$ cat config.mk
export PLATFORM = sky130hd
export DESIGN_NAME = ftl_map_xlate
export DESIGN_NICKNAME = d
export VERILOG_FILES = /design/src/rtl/ftl_pkg.sv /design/src/rtl/ftl_dir.sv /design/src/rtl/ftl_cache.sv /design/src/rtl/ftl_map_xlate.sv
export SDC_FILE = /design/constraint.sdc
export NUM_CORES = 1
export LEC_CHECK = 0
export CAP_MARGIN = 20
export CORE_MARGIN = 1.5
export CORE_UTILIZATION = 65
export CTS_CLUSTER_DIAMETER = 60
export DETAILED_ROUTE_END_ITERATION = 8
export DONT_BUFFER_PORTS = 1
export PLACE_DENSITY = 0.81
export SETUP_SLACK_MARGIN = 0.02
export SKIP_CTS_REPAIR_TIMING = 1
export SYNTH_ARGS = -nofsm -noshare
export SYNTH_HDL_FRONTEND = slang
export SYNTH_SLANG_ARGS = --single-unit
$ cat constraint.sdc
create_clock -name clk -period 11.88 [get_ports clk]
set_input_delay 0 -clock clk [delete_from_list [all_inputs] [get_ports clk]]
set_output_delay 0 -clock clk [all_outputs]
set_load 0.005 [all_outputs]
$ cat src/rtl/ftl_pkg.sv
package ftl_pkg;

    // entries per translation page: 2 KB data area / 4-byte mappings
    localparam int unsigned OFF_W = 9;

    typedef enum logic [1:0] {
        FL_READ  = 2'd0,
        FL_LOAD  = 2'd1,
        FL_PATCH = 2'd2,
        FL_PROG  = 2'd3
    } fl_op_e;

    typedef enum logic [2:0] {
        S_IDLE,
        S_LOOK,
        S_WB_LOAD,
        S_WB_PATCH,
        S_WB_PROG,
        S_FETCH,
        S_WAIT
    } xl_state_e;

endpackage

$ cat src/rtl/ftl_dir.sv
module ftl_dir #(
    parameter int unsigned NTP   = 4,
    parameter int unsigned PPN_W = 16
) (
    input  logic                   clk,
    input  logic                   rst,
    input  logic [$clog2(NTP)-1:0] rd_idx,
    output logic [PPN_W-1:0]       rd_ppn,
    input  logic                   wr_en,
    input  logic [$clog2(NTP)-1:0] wr_idx,
    input  logic [PPN_W-1:0]       wr_ppn
);
    localparam int unsigned TW = $clog2(NTP);

    logic [PPN_W-1:0] tbl [NTP];

    for (genvar g = 0; g < NTP; g++) begin : g_ent
        always_ff @(posedge clk) begin
            if (rst)
                tbl[g] <= PPN_W'(g);
            else if (wr_en && wr_idx == TW'(g))
                tbl[g] <= wr_ppn;
        end
    end

    assign rd_ppn = tbl[rd_idx];

    AST_FRESH_PAGE: assert property (@(posedge clk) disable iff (rst)
        wr_en |-> wr_ppn != tbl[wr_idx]);

endmodule

$ cat src/rtl/ftl_cache.sv
module ftl_cache #(
    parameter int unsigned N     = 4,
    parameter int unsigned LPN_W = 11,
    parameter int unsigned PPN_W = 16
) (
    input  logic                 clk,
    input  logic                 rst,
    input  logic [LPN_W-1:0]     look_lpn,
    output logic                 hit,
    output logic [$clog2(N)-1:0] hit_idx,
    output logic                 hit_prot,
    output logic [PPN_W-1:0]     hit_ppn,
    output logic [$clog2(N)-1:0] vic_idx,
    output logic                 vic_valid,
    output logic                 vic_dirty,
    output logic [LPN_W-1:0]     vic_lpn,
    input  logic [$clog2(N)-1:0] scan_idx,
    output logic                 scan_valid,
    output logic                 scan_dirty,
    output logic [LPN_W-1:0]     scan_lpn,
    output logic [PPN_W-1:0]     scan_ppn,
    input  logic                 upd_en,
    input  logic [$clog2(N)-1:0] upd_idx,
    input  logic                 upd_wr,
    input  logic [PPN_W-1:0]     upd_ppn,
    input  logic                 upd_promote,
    input  logic                 fill_en,
    input  logic [$clog2(N)-1:0] fill_idx,
    input  logic [LPN_W-1:0]     fill_lpn,
    input  logic [PPN_W-1:0]     fill_ppn,
    input  logic                 clr_en,
    input  logic [$clog2(N)-1:0] clr_idx
);
    localparam int unsigned IW = $clog2(N);

    logic [N-1:0]     v, d, p, hv;
    logic [LPN_W-1:0] lp [N];
    logic [PPN_W-1:0] pp [N];
    logic [IW-1:0]    rk [N];   // 0 = most recently used

    logic          t_en;
    logic [IW-1:0] t_idx, t_old;
    assign t_en  = upd_en || fill_en;
    assign t_idx = fill_en ? fill_idx : upd_idx;
    assign t_old = rk[t_idx];

    for (genvar g = 0; g < N; g++) begin : g_ent
        assign hv[g] = v[g] && lp[g] == look_lpn;

        always_ff @(posedge clk) begin
            if (rst) begin
                v[g]  <= 1'b0;
                d[g]  <= 1'b0;
                p[g]  <= 1'b0;
                lp[g] <= '0;
                pp[g] <= '0;
                rk[g] <= IW'(g);
            end else begin
                if (t_en) begin
                    if (t_idx == IW'(g))
                        rk[g] <= '0;
                    else if (rk[g] < t_old)
                        rk[g] <= rk[g] + 1'b1;
                end
                if (fill_en && fill_idx == IW'(g)) begin
                    v[g]  <= 1'b1;
                    d[g]  <= 1'b0;
                    p[g]  <= 1'b0;
                    lp[g] <= fill_lpn;
                    pp[g] <= fill_ppn;
                end
                if (upd_en && upd_idx == IW'(g)) begin
                    if (upd_wr) begin
                        d[g]  <= 1'b1;
                        pp[g] <= upd_ppn;
                    end
                    if (upd_promote)
                        p[g] <= 1'b1;
                end
                if (clr_en && clr_idx == IW'(g))
                    d[g] <= 1'b0;
            end
        end
    end

    always_comb begin
        hit_idx = '0;
        for (int i = 0; i < N; i++)
            if (hv[i]) hit_idx = IW'(i);
    end
    assign hit      = |hv;
    assign hit_prot = p[hit_idx];
    assign hit_ppn  = pp[hit_idx];

    // victim: empty slot, else oldest probationary, else oldest overall
    always_comb begin
        logic got_free, got_prob;
        got_free = 1'b0;
        got_prob = 1'b0;
        vic_idx  = '0;
        for (int i = 0; i < N; i++)
            if (!v[i] && !got_free) begin
                vic_idx  = IW'(i);
                got_free = 1'b1;
            end
        if (!got_free) begin
            for (int i = 0; i < N; i++)
                if (!p[i] && (!got_prob || rk[i] > rk[vic_idx])) begin
                    vic_idx  = IW'(i);
                    got_prob = 1'b1;
                end
            if (!got_prob)
                for (int i = 0; i < N; i++)
                    if (rk[i] > rk[vic_idx]) vic_idx = IW'(i);
        end
    end
    assign vic_valid = v[vic_idx];
    assign vic_dirty = d[vic_idx];
    assign vic_lpn   = lp[vic_idx];

    assign scan_valid = v[scan_idx];
    assign scan_dirty = d[scan_idx];
    assign scan_lpn   = lp[scan_idx];
    assign scan_ppn   = pp[scan_idx];

    logic [N-1:0] rmask;
    always_comb begin
        rmask = '0;
        for (int i = 0; i < N; i++) rmask[rk[i]] = 1'b1;
    end

    AST_HIT_UNIQUE: assert property (@(posedge clk) disable iff (rst)
        $onehot0(hv));
    AST_RANK_PERM: assert property (@(posedge clk) disable iff (rst)
        $countones(rmask) == N);

endmodule

$ cat src/rtl/ftl_map_xlate.sv
module ftl_map_xlate
    import ftl_pkg::*;
#(
    parameter int unsigned N_ENT = 4,
    parameter int unsigned LPN_W = 11,
    parameter int unsigned PPN_W = 16,
    parameter int unsigned CNT_W = 8
) (
    input  logic             clk,
    input  logic             rst,
    input  logic             req_valid,
    output logic             req_ready,
    input  logic [LPN_W-1:0] req_lpn,
    input  logic [CNT_W-1:0] req_cnt,
    input  logic             req_write,
    output logic             rsp_valid,
    output logic [LPN_W-1:0] rsp_lpn,
    output logic [PPN_W-1:0] rsp_ppn,
    output logic             fc_valid,
    input  logic             fc_ready,
    output logic [1:0]       fc_op,
    output logic [PPN_W-1:0] fc_page,
    output logic [OFF_W-1:0] fc_off,
    output logic [PPN_W-1:0] fc_data,
    input  logic             fr_valid,
    input  logic [PPN_W-1:0] fr_data,
    input  logic             alloc_valid,
    input  logic [PPN_W-1:0] alloc_ppn,
    output logic             alloc_take
);
    localparam int unsigned TP_W = LPN_W - OFF_W;
    localparam int unsigned NTP  = 1 << TP_W;
    localparam int unsigned IW   = $clog2(N_ENT);

    xl_state_e        st;
    logic [LPN_W-1:0] cur_lpn;
    logic [CNT_W-1:0] left;
    logic             wr_q, fresh_q;
    logic [IW-1:0]    vic_q, scan_q;
    logic [TP_W-1:0]  vtp_q;

    logic             hit, hit_prot, vic_valid, vic_dirty;
    logic [IW-1:0]    hit_idx, vic_idx;
    logic [PPN_W-1:0] hit_ppn, scan_ppn, dir_ppn;
    logic [LPN_W-1:0] vic_lpn, scan_lpn;
    logic             scan_valid, scan_dirty, scan_hit;
    logic             upd_en, upd_promote, fill_en, clr_en, dir_we, fire;
    logic [TP_W-1:0]  dir_idx;

    ftl_cache #(.N(N_ENT), .LPN_W(LPN_W), .PPN_W(PPN_W)) i_cache (
        .clk, .rst,
        .look_lpn(cur_lpn),
        .hit, .hit_idx, .hit_prot, .hit_ppn,
        .vic_idx, .vic_valid, .vic_dirty, .vic_lpn,
        .scan_idx(scan_q), .scan_valid, .scan_dirty, .scan_lpn, .scan_ppn,
        .upd_en, .upd_idx(hit_idx), .upd_wr(wr_q), .upd_ppn(alloc_ppn),
        .upd_promote,
        .fill_en, .fill_idx(vic_q), .fill_lpn(cur_lpn), .fill_ppn(fr_data),
        .clr_en, .clr_idx(scan_q)
    );

    ftl_dir #(.NTP(NTP), .PPN_W(PPN_W)) i_dir (
        .clk, .rst,
        .rd_idx(dir_idx), .rd_ppn(dir_ppn),
        .wr_en(dir_we), .wr_idx(vtp_q), .wr_ppn(alloc_ppn)
    );

    assign dir_idx  = (st == S_WB_LOAD) ? vtp_q : cur_lpn[LPN_W-1:OFF_W];
    assign scan_hit = scan_valid && scan_dirty && scan_lpn[LPN_W-1:OFF_W] == vtp_q;
    assign fire     = hit && (!wr_q || alloc_valid);
    assign rsp_lpn  = cur_lpn;
    assign rsp_ppn  = wr_q ? alloc_ppn : hit_ppn;

    always_comb begin
        req_ready   = 1'b0;
        rsp_valid   = 1'b0;
        fc_valid    = 1'b0;
        fc_op       = FL_READ;
        fc_page     = dir_ppn;
        fc_off      = cur_lpn[OFF_W-1:0];
        fc_data     = '0;
        alloc_take  = 1'b0;
        upd_en      = 1'b0;
        upd_promote = 1'b0;
        fill_en     = 1'b0;
        clr_en      = 1'b0;
        dir_we      = 1'b0;
        case (st)
            S_IDLE: req_ready = 1'b1;
            S_LOOK: if (fire) begin
                rsp_valid   = 1'b1;
                upd_en      = 1'b1;
                upd_promote = !hit_prot && !fresh_q;
                alloc_take  = wr_q;
            end
            S_WB_LOAD: begin
                fc_valid = 1'b1;
                fc_op    = FL_LOAD;
            end
            S_WB_PATCH: begin
                fc_valid = scan_hit;
                fc_op    = FL_PATCH;
                fc_off   = scan_lpn[OFF_W-1:0];
                fc_data  = scan_ppn;
                clr_en   = scan_hit && fc_ready;
            end
            S_WB_PROG: begin
                fc_valid   = alloc_valid;
                fc_op      = FL_PROG;
                fc_page    = alloc_ppn;
                alloc_take = alloc_valid && fc_ready;
                dir_we     = alloc_valid && fc_ready;
            end
            S_FETCH: fc_valid = 1'b1;
            S_WAIT:  fill_en = fr_valid;
            default: ;
        endcase
    end

    always_ff @(posedge clk) begin
        if (rst) begin
            st      <= S_IDLE;
            cur_lpn <= '0;
            left    <= '0;
            wr_q    <= 1'b0;
            fresh_q <= 1'b0;
            vic_q   <= '0;
            scan_q  <= '0;
            vtp_q   <= '0;
        end else begin
            case (st)
                S_IDLE: if (req_valid && req_cnt != '0) begin
                    cur_lpn <= req_lpn;
                    left    <= req_cnt;
                    wr_q    <= req_write;
                    fresh_q <= 1'b0;
                    st      <= S_LOOK;
                end
                S_LOOK: begin
                    if (fire) begin
                        fresh_q <= 1'b0;
                        if (left == CNT_W'(1)) begin
                            st <= S_IDLE;
                        end else begin
                            left    <= left - 1'b1;
                            cur_lpn <= cur_lpn + 1'b1;
                        end
                    end else if (!hit) begin
                        vic_q <= vic_idx;
                        vtp_q <= vic_lpn[LPN_W-1:OFF_W];
                        st    <= (vic_valid && vic_dirty) ? S_WB_LOAD : S_FETCH;
                    end
                end
                S_WB_LOAD: if (fc_ready) begin
                    scan_q <= '0;
                    st     <= S_WB_PATCH;
                end
                S_WB_PATCH: if (!scan_hit || fc_ready) begin
                    if (scan_q == IW'(N_ENT - 1))
                        st <= S_WB_PROG;
                    else
                        scan_q <= scan_q + 1'b1;
                end
                S_WB_PROG: if (alloc_valid && fc_ready) st <= S_FETCH;
                S_FETCH:   if (fc_ready) st <= S_WAIT;
                S_WAIT: if (fr_valid) begin
                    fresh_q <= 1'b1;
                    st      <= S_LOOK;
                end
                default: st <= S_IDLE;
            endcase
        end
    end

    AST_CMD_HOLD: assert property (@(posedge clk) disable iff (rst)
        fc_valid && !fc_ready && st != S_WB_PROG |=> fc_valid && $stable(fc_op));
    AST_TAKE_VALID: assert property (@(posedge clk) disable iff (rst)
        alloc_take |-> alloc_valid);
    AST_BUSY_NO_ACCEPT: assert property (@(posedge clk) disable iff (rst)
        rsp_valid |-> !req_ready);
    AST_NO_FILL_IDLE: assert property (@(posedge clk) disable iff (rst)
        req_ready |-> !fc_valid && !rsp_valid);

endmodule

=== Word level (Yosys, flattened, before mapping) ===
Memory sizes are Yosys's and may differ from the RTL's. A register that Yosys moved wholly into a read port is not among the register bits.
Index checks and enable logic that the tools add are counted.

* Bits in writable memories: 180
* Output and inout port bits: 74
* Register bits after elaboration: 40
* Memories: 4
* Input bits: 58
* Logic and storage cells: 407

{| class="wikitable"
|+ Memory list
! name !! depth !! bits a word !! read ports !! clocked after Yosys merged registers in !! wr ports !! line !! text
|-
| i_cache.pp || 4 || 16 || 2 || 1 || 4 || ftl_cache.sv:38 || <nowiki>logic [PPN_W-1:0] pp [N];</nowiki>
|-
| i_dir.tbl || 4 || 16 || 1 || 0 || 4 || ftl_dir.sv:15 || <nowiki>logic [PPN_W-1:0] tbl [NTP];</nowiki>
|-
| i_cache.lp || 4 || 11 || 6 || 2 || 4 || ftl_cache.sv:37 || <nowiki>logic [LPN_W-1:0] lp [N];</nowiki>
|-
| i_cache.rk || 4 || 2 || 12 || 0 || 4 || ftl_cache.sv:39 || <nowiki>logic [IW-1:0] rk [N];</nowiki>
|}

* Reductions and logical operators: 77
* Order comparisons: 14
* Bitwise gates (word level): 26
* Mux-type cells: 221
* Eq/ne operators: 39
* $add $sub $neg: 7

{| class="wikitable"
|+ Operators by type and width
! kind !! count
|-
| 16-bit two-way mux || 15
|-
| 1-bit two-way mux || 130
|-
| 2-bit two-way mux || 41
|-
| 11-bit two-way mux || 7
|-
| 11-bit == test || 4
|-
| 1-bit logical AND || 34
|-
| 3-bit two-way mux || 11
|-
| 8-bit two-way mux || 3
|-
| 1-bit bitwise OR || 24
|-
| 11-bit case mux with 2 select lines || 1
|-
| 3-bit case mux with 7 select lines || 1
|-
| 2-bit == test, second input constant || 10
|-
| 2-bit inequality test, second input constant || 10
|-
| 8-bit case mux with 2 select lines || 1
|-
| 1-bit logical NOT || 15
|-
| 2-bit greater-than comparator || 7
|-
| 4-bit AND reduction || 3
|-
| 11-bit by 1-bit adder with 11-bit output, second input constant || 1
|-
| 2-bit by 1-bit adder with 2-bit output, second input constant || 5
|-
| 1-bit binary-select mux with 2-bit select || 5
|-
| 2-bit by 1-bit == test with 1-bit output, second input constant || 5
|-
| 2-bit logical NOT || 5
|-
| 2-bit OR reduction || 5
|-
| 3-bit == test, second input constant || 3
|-
| 23 further kinds || 38
|}

=== Longest topological paths before layout ===
An unclocked memory read counts as a cell.

* Depth after elaboration: 56
* Depth in mapped cells: 61

=== Cells and area by module ===
A second synthesis with hierarchy kept.

* Cell total of the unflattened synthesis: 1,392
* Area total of the unflattened synthesis: 14,636.5 um^2

{| class="wikitable"
|+ Modules (own cells, without submodules)
! module !! cells an instance !! area an instance (um^2) !! instances
|-
| ftl_cache || 886 || 9,131.3 || 1
|-
| ftl_dir || 184 || 2,821.5 || 1
|-
| ftl_map_xlate || 322 || 2,683.8 || 1
|}

=== Worst setup path after synthesis ===
OpenSTA, ideal clock, no wires.

* Path type: reg-to-reg
* Start point: reg i_cache.v[0]
* End point: reg st[0]
* Arrival time: 9.840 ns
* Library setup time: 0.116 ns
* Required time: 11.764 ns
* Cell stages (with the launch flop): 57
* Slack: 1.923 ns
* Cell sequence: dfxtp_1 clkbuf_1 a21boi_0 and2_1 clkbuf_1 nand2_1 o211ai_1 o21ai_0 ha_1 nor2b_1 o21ai_0 a21oi_1 nor2_1 nor2_1 a21oi_1 o21ai_0 ha_1 nand2_1 [... 21 more ...] o21ai_0 nand2_1 a21oi_1 o21ai_0 nand2_1 ha_1 nor2b_1 o21ai_0 nor2_1 a2111oi_0 ha_1 nor2b_1 o21ai_0 a311oi_1 o2bb2ai_1 mux2i_1 nand3_1 a31o_2

* Cells in the longest elaborated chain, start to end: 55
* Elaborated cells between the ends (all ways): 76

{| class="wikitable"
|+ RTL lines
! element !! line !! text
|-
| start: declaration || ftl_cache.sv:36 || <nowiki>logic [N-1:0] v, d, p, hv;</nowiki>
|-
| start signal: indexed assignment || ftl_cache.sv:52 || <nowiki>v[g] <= 1'b0;</nowiki>
|-
| start signal: indexed assignment || ftl_cache.sv:66 || <nowiki>v[g] <= 1'b1;</nowiki>
|-
| 1-bit two-way mux or 1-bit logical AND (tied branches) || ftl_cache.sv:102 || <nowiki>if (!v[i] && !got_free) begin</nowiki>
|-
| 1-bit two-way mux || ftl_cache.sv:102 ||
|-
| 1-bit logical NOT || ftl_cache.sv:102 ||
|-
| 1-bit logical AND || ftl_cache.sv:102 ||
|-
| 1-bit two-way mux || ftl_cache.sv:102 ||
|-
| 1-bit logical NOT || ftl_cache.sv:102 ||
|-
| 1-bit logical AND || ftl_cache.sv:102 ||
|-
| 2-bit two-way mux || ftl_cache.sv:102 ||
|-
| [... 39 more ...] || - ||
|-
| 2-bit two-way mux || ftl_cache.sv:106 || <nowiki>if (!got_free) begin</nowiki>
|-
| 1-bit binary-select mux with 2-bit select (on tied branches) || ftl_cache.sv:117, ftl_cache.sv:118 ||
|-
| 1-bit two-way mux (on tied branches) || ftl_cache.sv:117, ftl_cache.sv:118 ||
|-
| 1-bit logical AND || ftl_map_xlate.sv:151 || <nowiki>st <= (vic_valid && vic_dirty) ? S_WB_LOAD : S_FETCH;</nowiki>
|-
| 3-bit two-way mux || ftl_map_xlate.sv:151 ||
|-
| 3-bit two-way mux || ftl_map_xlate.sv:148 || <nowiki>end else if (!hit) begin</nowiki>
|-
| 3-bit two-way mux || ftl_map_xlate.sv:140 || <nowiki>if (fire) begin</nowiki>
|-
| 3-bit case mux with 7 select lines || ftl_map_xlate.sv:131 || <nowiki>case (st)</nowiki>
|-
| end signal: assignment || ftl_map_xlate.sv:151 ||
|-
| end: declaration || ftl_map_xlate.sv:35 || <nowiki>xl_state_e st;</nowiki>
|}

Parallel ways exist; a longest one is shown, timed or not. The select of a mux whose other input is x is not followed.
A chain may end at the register's enable or synchronous reset.

=== Worst setup path after layout ===
* Start point: reg i_cache.v[2]
* End point: reg vic_q[0]

* Cells in the longest elaborated chain, start to end: 46
* Elaborated cells between the ends (all ways): 56

{| class="wikitable"
|+ RTL lines
! element !! line !! text
|-
| 1-bit logical NOT || ftl_cache.sv:102 ||
|-
| 1-bit logical AND || ftl_cache.sv:102 ||
|-
| 1-bit two-way mux || ftl_cache.sv:102 ||
|-
| 1-bit logical NOT || ftl_cache.sv:102 ||
|-
| 1-bit logical AND || ftl_cache.sv:102 ||
|-
| 2-bit two-way mux || ftl_cache.sv:102 ||
|-
| 2-bit two-way mux || ftl_cache.sv:108 || <nowiki>if (!p[i] && (!got_prob || rk[i] > rk[vic_idx])) begin</nowiki>
|-
| 2-bit two-way mux || ftl_cache.sv:106 ||
|-
| [... 30 more ...] || - ||
|-
| 2-bit two-way mux || ftl_cache.sv:114 || <nowiki>if (rk[i] > rk[vic_idx]) vic_idx = IW'(i);</nowiki>
|-
| 2-bit two-way mux || ftl_cache.sv:112 || <nowiki>if (!got_prob)</nowiki>
|-
| 2-bit two-way mux || ftl_cache.sv:106 ||
|-
| memory 4 x 2 bit || - ||
|-
| 2-bit greater-than comparator || ftl_cache.sv:114 ||
|-
| 2-bit two-way mux || ftl_cache.sv:114 ||
|-
| 2-bit two-way mux || ftl_cache.sv:112 ||
|-
| 2-bit two-way mux || ftl_cache.sv:106 ||
|-
| end signal: assignment || ftl_map_xlate.sv:149 || <nowiki>vic_q <= vic_idx;</nowiki>
|-
| end: declaration || ftl_map_xlate.sv:39 || <nowiki>logic [IW-1:0] vic_q, scan_q;</nowiki>
|}

Parallel ways exist; a longest one is shown, timed or not. The select of a mux whose other input is x is not followed.

==> results.json <==
{
  "initial_core_util_pct": 66.0,
  "io_buffers": 0,
  "hold_violations": 2,
  "startpoint_type": "flop",
  "p_sw_share_pct": 35.1,
  "dpl_cell_area_sq_mm": 0.0139,
  "fin_setup_tns_ns": 0,
  "gr-total-overflow": 0,
  "fill_cells": 1445,
  "drt-total-wl_um": 40800,
  "synth_area_sq_mm": 0.0138,
  "routedWlPerCell_um": 23.7,
  "final_cell_mix": "nand2_1 (197), edfxtp_1 (180), and2_1 (108)",
  "violations": "negative hold slack",
  "die_h_um": 149,
  "insertion_delay_ns": 0.54,
  "grt_pass1_wl_um": 59700,
  "power_frac_seq_pct": 38.3,
  "seq_area_sq_mm": 0.00629,
  "worstSetupEndpointType": "flop",
  "clock_path_buffers": 3,
  "fin_area_sq_mm": 0.0155,
  "skew_ns": 0.0233,
  "synthesis.nets": 1509,
  "yosys.cell_types.count": 77,
  "dieWidth_um": 149,
  "pre_cts_ws_ns": 0.578,
  "multi_input_area_sq_mm": 0.00705,
  "dpl.hpwl_um": 25600,
  "crit_type": "reg -> reg",
  "fmax_ghz": 0.0927,
  "drive_gt1_share_pct": 10.5,
  "yosysTopAreaCellShare_pct": 39.1,
  "ant_nets": 0,
  "critPathMaxFanout": 12,
  "drcViolationCount": 0,
  "mostFrequentLayoutCell": "nand2_1",
  "highest_layer": "met4",
  "p_comb_share_pct": 29.6,
  "cap_violations": 0,
  "drtPass1Iterations": 5,
  "intPower_mw": 1.71,
  "critical-path-max-stage-delay_ns": 0.55,
  "syn_inst": 1426,
  "drt_iter0_drc": 1601,
  "crit_required_ns": 12.36,
  "met2WireLength_um": 18900,
  "cts_tree": "built",
  "holdWs_ns": -0.0165,
  "ys.flop_type": "edfxtp_1",
  "vias": 11900,
  "hp-class": "in -> reg",
  "maxSlewViolCount": 0,
  "crit_family": "compound AO/OA/AOI/OAI gates",
  "grt_max_degree": 60,
  "synth-async-reset-ratio_pct": 0,
  "setup_viol": 0,
  "grt_usage_pct": 34.7,
  "yosys_warnings": 0,
  "status": "finished with violations",
  "switchingPower_mw": 0.925,
  "wl_met1_um": 15500,
  "clk_pin_slew_worst_paths_ns": 0.06,
  "nets": 1510,
  "dieArea_sq_mm": 0.0222,
  "dp.cells": 1611,
  "antenna_found_initial": 1,
  "fin_total_pwr_mw": 2.64,
  "slew_headroom_pct": 28.7,
  "cp_num_buf_inv": 2,
  "synthTopCellsByArea": "edfxtp_1 (39%), dfxtp_1 (6.4%), nand2_1 (5.4%), and2_1 (4.9%), mux4_2 (4.4%)",
  "area_growth_pct": 12.3,
  "cts.sinks": 224,
  "ys_ff_latch": 224,
  "worst_pin_slew_ns": 1.07,
  "io_pins": 132,
  "antenna_cells": 0,
  "fp.coreArea_sq_mm": 0.0210,
  "dr_wl_met3_um": 4920,
  "synth-edff-count": 180,
  "placementRows": 53,
  "htreeDepth": 1,
  "fin_crit_sh_pct": 90.8,
  "cts_buffers": 26,
  "yosysSeqAreaShare_pct": 45.5,
  "ir_drop_mv": 0.162,
  "cp_slowest_cell": "dlygate4sd3_1",
  "p_leak_nw": 5.56,
  "viasPerCell": 6.90,
  "arrival_ns": 11.28,
  "powerDensity_mw_per_mm2": 170,
  "crit_top_cell": "ha_1",
  "clkPwrFrac_pct": 32.1,
  "fin_util_pct": 74.1,
  "min_period_ns": 10.79,
  "synth_area_per_cell_sq_um": 9.69,
  "finalWorstSetupSlack_ns": 1.09,
  "cts_root_buf": "clkbuf_16",
  "rsz0062_at_grt": "false",
  "gp_congestion": 0.959,
  "final_cells": 1722,
  "yosysTopAreaCell": "edfxtp_1",
  "grt_pass1_vias": 10700
}
## cells in the mapped netlist (all sizes together), types with 35 or more instances
cell type and count:
nand3 35, nor2 86, xnor2 46, nand2 199, clkbuf 72, and2 109
dfxtp 44, buf 41, a21oi 72, edfxtp 180, a22o 68, o21ai 113
## power by group through the flow
stage / Combinational, mW / Clock [mW] / Sequential, mW
after floorplan: 0.611 / 0 / 0.955
after global placement: 0.691 / 0 / 1.02
after detailed placement: 0.709 / 0 / 1.02
after CTS: 0.715 / 0.846 / 1.01
after global routing: 0.864 / 0.879 / 1.02
final: 0.780 / 0.847 / 1.01
## cell families after synthesis
logic type / after synthesis / synth area share, %
multiplexers: 70 / 7.63
adder cells (fa/ha/maj): 25 / 2.26
buffers and inverters: 141 / 4.12
AND/OR/NAND/NOR: 554 / 20.0
AO/OA/AOI/OAI: 365 / 17.4
XOR/XNOR: 47 / 3.03
flip-flops: 224 / 45.5
## area by class of cell
cell class | instances | area share, %
Inverter | 28 | 0.677
Tap cell | 275 | 2.22
Clock buffer | 37 | 4.78
Multi-Input combinational cell | 1061 | 45.4
Clock inverter | 11 | 1.09
Sequential cell | 224 | 40.5
Timing Repair Buffer | 86 | 5.31
## layer usage
metal	up-vias	GRT usage [%]
met2	839	55.5
met5	-	0
li1	5239	-
met1	5662	46.9
met3	150	7.09
met4	0	13.1
## registers in the layout, summed over array words and instances (netlist names), 3 cells and up, named ones only
| name | flops |
|---|---|
| i_cache.pp | 64 |
| i_dir.tbl | 64 |
| i_cache.lp | 44 |
| rsp_lpn | 11 |
| i_cache.rk | 8 |
| left | 8 |
| i_cache.d | 4 |
| i_cache.p | 4 |
| i_cache.v | 4 |
| st | 3 |
## path summary, 6_finish.rpt
kind	slack, ns	depth (start not counted)	from	to
setup reg to reg	1.09	53	i_cache.v[2]	vic_q[0]
hold reg to reg	0.49	2	left[7]	left[7]
setup / recovery	1.09	53	i_cache.v[2]	vic_q[0]
hold / removal	-0.02	2	alloc_valid	i_dir.tbl[3][0]
Power figures use the tool's default switching activity.
